`src/rtl/tt_pkg.sv`:
```
package tt_pkg;
  localparam int unsigned N_RATES = 6;
  localparam int unsigned SEL_W   = 3;
  localparam logic [SEL_W-1:0] SEL_EXT = 3'd7;
endpackage

```
`src/rtl/tt_prescaler.sv`:
```
module tt_prescaler #(
  parameter int unsigned BASE_DIV = 100,
  parameter int unsigned N_RATES  = 6
) (
  input  logic               clk_i,
  input  logic               rst_ni,
  output logic [N_RATES-1:0] rate_tick_o
);
  localparam int unsigned DIV_W = (BASE_DIV > 2) ? $clog2(BASE_DIV) : 1;
  localparam int unsigned PRE_W = (N_RATES > 1) ? N_RATES - 1 : 1;

  logic [DIV_W-1:0] div_q;
  logic [PRE_W-1:0] pre_q;
  logic             base_tick;

  assign base_tick = (div_q == DIV_W'(BASE_DIV - 1));

  always_ff @(posedge clk_i or negedge rst_ni) begin
    if (!rst_ni) begin
      div_q <= '0;
      pre_q <= '0;
    end else begin
      div_q <= base_tick ? '0 : div_q + 1'b1;
      if (base_tick) pre_q <= pre_q + 1'b1;
    end
  end

  // rate k: base tick when the low k bits of the base-tick count are all ones
  for (genvar k = 0; k < N_RATES; k++) begin : g_rate
    if (k == 0) begin : g_base
      assign rate_tick_o[k] = base_tick;
    end else begin : g_div
      assign rate_tick_o[k] = base_tick & (&pre_q[k-1:0]);
    end
  end
endmodule

```
`src/rtl/tt_edge_sync.sv`:
```
module tt_edge_sync #(
  parameter int unsigned STAGES = 2
) (
  input  logic clk_i,
  input  logic rst_ni,
  input  logic async_i,
  output logic rise_o
);
  logic [STAGES:0] sh_q;

  always_ff @(posedge clk_i or negedge rst_ni) begin
    if (!rst_ni) sh_q <= '0;
    else         sh_q <= {sh_q[STAGES-1:0], async_i};
  end

  assign rise_o = sh_q[STAGES-1] & ~sh_q[STAGES];
endmodule

```
`src/rtl/tt_tick_mux.sv`:
```
module tt_tick_mux
  import tt_pkg::*;
#(
  parameter int unsigned NR = N_RATES
) (
  input  logic [SEL_W-1:0] sel_i,
  input  logic [NR-1:0]    rate_tick_i,
  input  logic             ext_rise_i,
  output logic             tick_o
);
  always_comb begin
    tick_o = 1'b0;
    for (int k = 0; k < NR; k++) begin
      if (sel_i == SEL_W'(k)) tick_o = rate_tick_i[k];
    end
    if (sel_i == SEL_EXT) tick_o = ext_rise_i;
  end
endmodule

```
`src/rtl/tt_counter.sv`:
```
module tt_counter
  import tt_pkg::*;
#(
  parameter int unsigned CNT_W       = 16,
  parameter int unsigned BASE_DIV    = 100,
  parameter int unsigned SYNC_STAGES = 2
) (
  input  logic             clk_i,
  input  logic             rst_ni,
  input  logic [SEL_W-1:0] rate_sel_i,
  input  logic             ext_clk_i,
  input  logic             sync_en_i,
  input  logic             sync_i,
  input  logic             sync_data_vld_i,
  input  logic [CNT_W-1:0] sync_data_i,
  input  logic [CNT_W-1:0] util_i,
  input  logic             roll_irq_en_i,
  input  logic             match_irq_en_i,
  output logic [CNT_W-1:0] count_o,
  output logic             roll_irq_o,
  output logic             match_irq_o
);
  logic [N_RATES-1:0] rate_tick;
  logic               ext_rise;
  logic               tick;
  logic               load;
  logic               at_max;
  logic               eq_now;
  logic [CNT_W-1:0]   cnt_q;
  logic               eq_q;
  logic               roll_q;
  logic               match_q;

  tt_prescaler #(.BASE_DIV(BASE_DIV), .N_RATES(N_RATES)) u_pre (
    .clk_i       (clk_i),
    .rst_ni      (rst_ni),
    .rate_tick_o (rate_tick)
  );

  tt_edge_sync #(.STAGES(SYNC_STAGES)) u_sync (
    .clk_i   (clk_i),
    .rst_ni  (rst_ni),
    .async_i (ext_clk_i),
    .rise_o  (ext_rise)
  );

  tt_tick_mux #(.NR(N_RATES)) u_mux (
    .sel_i       (rate_sel_i),
    .rate_tick_i (rate_tick),
    .ext_rise_i  (ext_rise),
    .tick_o      (tick)
  );

  assign load   = sync_en_i & sync_i;
  assign at_max = &cnt_q;
  assign eq_now = (cnt_q == util_i);

  always_ff @(posedge clk_i or negedge rst_ni) begin
    if (!rst_ni) begin
      cnt_q   <= '0;
      eq_q    <= 1'b1;  // reset state counts as already equal
      roll_q  <= 1'b0;
      match_q <= 1'b0;
    end else begin
      if (load)      cnt_q <= sync_data_vld_i ? sync_data_i : '0;
      else if (tick) cnt_q <= cnt_q + 1'b1;
      roll_q  <= roll_irq_en_i & ~load & tick & at_max;
      eq_q    <= eq_now;
      match_q <= match_irq_en_i & eq_now & ~eq_q;
    end
  end

  assign count_o     = cnt_q;
  assign roll_irq_o  = roll_q;
  assign match_irq_o = match_q;
endmodule

```
`config.mk`:
```
export PLATFORM = sky130hd
export DESIGN_NAME = tt_counter
export DESIGN_NICKNAME = d
export VERILOG_FILES = /design/src/rtl/tt_pkg.sv /design/src/rtl/tt_prescaler.sv /design/src/rtl/tt_edge_sync.sv /design/src/rtl/tt_tick_mux.sv /design/src/rtl/tt_counter.sv
export SDC_FILE = /design/constraint.sdc
export NUM_CORES = 1
export LEC_CHECK = 0
export BUFFER_PORTS_ARGS = -buffer_cell sky130_fd_sc_hd__buf_4
export CAP_MARGIN = 20
export CORE_MARGIN = 4
export CORE_UTILIZATION = 51
export CTS_CLUSTER_DIAMETER = 150
export DETAILED_ROUTE_END_ITERATION = 10
export PLACE_DENSITY = 0.88
export SYNTH_ARGS = -nofsm -noshare
export SYNTH_HDL_FRONTEND = slang
export SYNTH_HIERARCHICAL = 1
export SYNTH_SLANG_ARGS = --single-unit
```
`constraint.sdc`:
```
create_clock -name clk_i -period 3.7 [get_ports clk_i]
set_clock_uncertainty 0.2 [all_clocks]
set_input_delay 0.37 -clock clk_i [delete_from_list [all_inputs] [get_ports clk_i]]
set_output_delay 0.37 -clock clk_i [all_outputs]
set_load 0.01 [all_outputs]
```
==> metrics.md <==
| Metric | Value |
|---|---|
| Outcome | complete, no violations |
| CP Data Arrival Time | 3210 ps |
| Startpoint types | register |
| Clock-pin slew on the worst setup and hold paths | 70 ps |
| Part of the power in registers | 0.513 |
| Syn avg cell area | 10.1 um^2 |
| GRT overflow | 0 |
| H-tree depth | 2 |
| Fmax | around 310 MHz |
| Placer Congestion | between 0.8 and 0.9 |
| Synth Net Count | 242 |
| Maxcap violations | 0 |
| Net count, final | 301 |
| DR iter-0 viols | 93 |
| Die Wd | between 70 and 80 um |
| DIE AREA | 4920 um^2 |
| I/O pin cnt | 61 |
| CTS Buf Count | 5 |
| Dominant synthesized flop cell | dfrtp_1 |
| Crit path cell chain | and4bb_1 -> nor2b_4 -> and2_1 -> and2b_4 -> mux4_2 -> nand3_1 -> nor4_1 -> a31oi_1 -> o31a_1 |
| Lkg Pwr | approximately 0.0011 uW |
| Antenna violations before repair | 0 |
| Setup Buffers After CTS | 0 |
| Worst min path class | input port to register |
| Post-synth ARST share | 1.00 |
| Unrepaired setup endpoints after global routing | no |
| Post-placement cell count | 292 |
| Fin cells | 301 |
| Crit Path Max Fanout | 12 |
| Switch share | 0.275 |
| Detailed Route WL | ~4.5 mm |
| CP max-delay cell | nor4_1 |
| Via/cell ratio | 5.45 |
| Drc violations | 0 |
| VDD IR-drop max | 295 uV |
| Final ANT Viol Nets | 0 |
| Netlist cell types | 45 |
| Via Count | 1640 |
| Routed length per instance | around 15 um |
| Dpl hpwl | 3.48 mm |
| Rows | 22 |
| Internal power | ~600 uW |
| Layout area overhead | 28.3% |
| Worst Path Required | about 3700 ps |
| Clock sink count | 34 |
| Seq/Total Area, Yosys | 0.433 |
| Crit Path Class | register to register |
| Largest net degree at the start of global routing | 35 |
| Yosys reg bits | 34 |
| Worst-Margin Slew | a little over 800 ps |
| CTS tree | yes |
| Overall fraction of global-route tracks in use | 0.194 |
| Crit path time final | 3250 ps |
| Most common cell after layout, fill and taps aside | buf_4 |
| Synth Instances | 194 |
| CP peak stage delay | between 500 and 600 ps |
| Commonest non-fill, non-tap cells in the layout | buf_4 (60), dfrtp_1 (33), xnor2_1 (28) |
| Max transition margin | 0.461 |
| Clk root buf | clkbuf_8 |
| Initial core utilization | 0.534 |
| DIE HEIGHT | 70.1 um |
| Final Max Slew Viols | 0 |
| Combinational share of power | 0.191 |
| First-pass GRT wire length | approximately 7.5 mm |
| Vias in the first global route | ~1600 |
| Final Hold Viols | 0 |
| Final number of setup-violating endpoints | 0 |
| DRT Pass-1 Iters | 5 |
| Setup TNS | 0 ps |
| CP Capture Type | register |
| Worst-Skew Late Latency | 280 ps |
| Placeable core area | 3690 um^2 |
| Mapped cell area | 1970 um^2 |
| PD cells | 336 nW/um^2 |
| Final period util | 0.878 |
| Antenna diodes | 0 |
| Layout cell share with drive strength beyond 1 | 0.312 |
| Synth warn | 6 |
| Switch Pwr | 233 uW |
| PortBufs | 60 |
| Clock Power Share | 0.296 |
| Post-synth EDFFs | 0 |
| Clock Path Buffers | 2 |
critical path: cells and delay by family, from the launching register on:
kind,cells,cell delay (ps)
AO/OA/AOI/OAI,2,450
flip-flops,1,430
multiplexers,1,330
AND/OR/NAND/NOR,6,1720
cell families after synthesis:
family / share of synthesized area
compound gates: 0.0712
xor+xnor: 0.138
fa+ha+maj: 0.0318
buf+inv: 0.0324
flops: 0.433
mux: 0.0578
simple gates: 0.236
sequential cells by signal, summed over array words and instances, names as in the netlist:
| register | cells |
|---|---|
| u_pre/div_q | 7 |
| u_sync/sh_q | 3 |
| count_o | 16 |
| eq_q | 1 |
| roll_irq_o | 1 |
| u_pre/pre_q | 5 |
| match_irq_o | 1 |
layout make-up:
type                       count  area [um^2]
clock inverter                 2         10.0
sequential                    34          852
inverter                       3         11.3
timing repair buffer          62          470
multi-input combinational    147         1050
clock buffer                   5         68.8
tap                           48         60.1
fill                         287         1160
cells in the mapped netlist, drive strengths merged, types with 4 or more instances:
master / count / share of area
a21oi: 5 / 0.013
and2: 6 / 0.019
clkbuf: 7 / 0.015
dfrtp: 33 / 0.42
ha: 5 / 0.032
mux2: 6 / 0.036
nand2: 12 / 0.023
nand3: 23 / 0.064
nand4: 8 / 0.025
nor2: 4 / 0.0076
nor4: 6 / 0.019
o21ai: 14 / 0.036
xnor2: 28 / 0.12
routing by layer:
| layer | track usage | wire [um] |
|---|---|---|
| met1 | 0.254 | 1970 |
| met2 | 0.302 | 2210 |
| met5 | 0 | 0 |
| met3 | 0.0547 | 263 |
| met4 | 0.0830 | 94 |
power groups by stage:
| stage | Sequential (uW) | Clock, uW | Combinational, uW |
|---|---|---|---|
| final | 435 | 251 | 162 |
| after detailed placement | 440 | 0 | 161 |
| after floorplan | 437 | 0 | 71.7 |
| after global routing | 439 | 274 | 178 |
| after global placement | 440 | 0 | 159 |
| after CTS | 434 | 258 | 164 |
final timing paths:
path                                           from                          to  slack, ps  depth (start not counted)
setup reg to reg           u_pre/div_q[3]$_DFF_PN0_     count_o[13]$_DFFE_PN0P_        450                          9
hold / removal                       sync_data_i[7]      count_o[7]$_DFFE_PN0P_        130                          3
setup / recovery           u_pre/div_q[3]$_DFF_PN0_     count_o[13]$_DFFE_PN0P_        450                          9
min in group asynchronous                    rst_ni  u_pre/pre_q[1]$_DFFE_PN0N_        360                          2
hold reg to reg            u_sync/sh_q[0]$_DFF_PN0_    u_sync/sh_q[1]$_DFF_PN0_        150                          0
max in group asynchronous                    rst_ni              eq_q$_DFF_PN1_       2610                          2
per-stage QoR:
step	setup WS [ps]	area (um^2)	util	total power, uW	hold slack, ps
after floorplan	782	1970	-	509	-126
after global placement	692	2430	0.658	599	133
after detailed placement	449	2430	0.658	601	131
after CTS	458	2520	0.685	856	120
after global routing	192	2520	0.685	892	116
final	451	2520	0.685	847	125
repair_timing:
item | in CTS | in global routing
hold buffers | 2 | 0
resized for setup | 0 | 0
hold endpoints to repair | 34 | 0
Power figures use the tool's default switching activity.
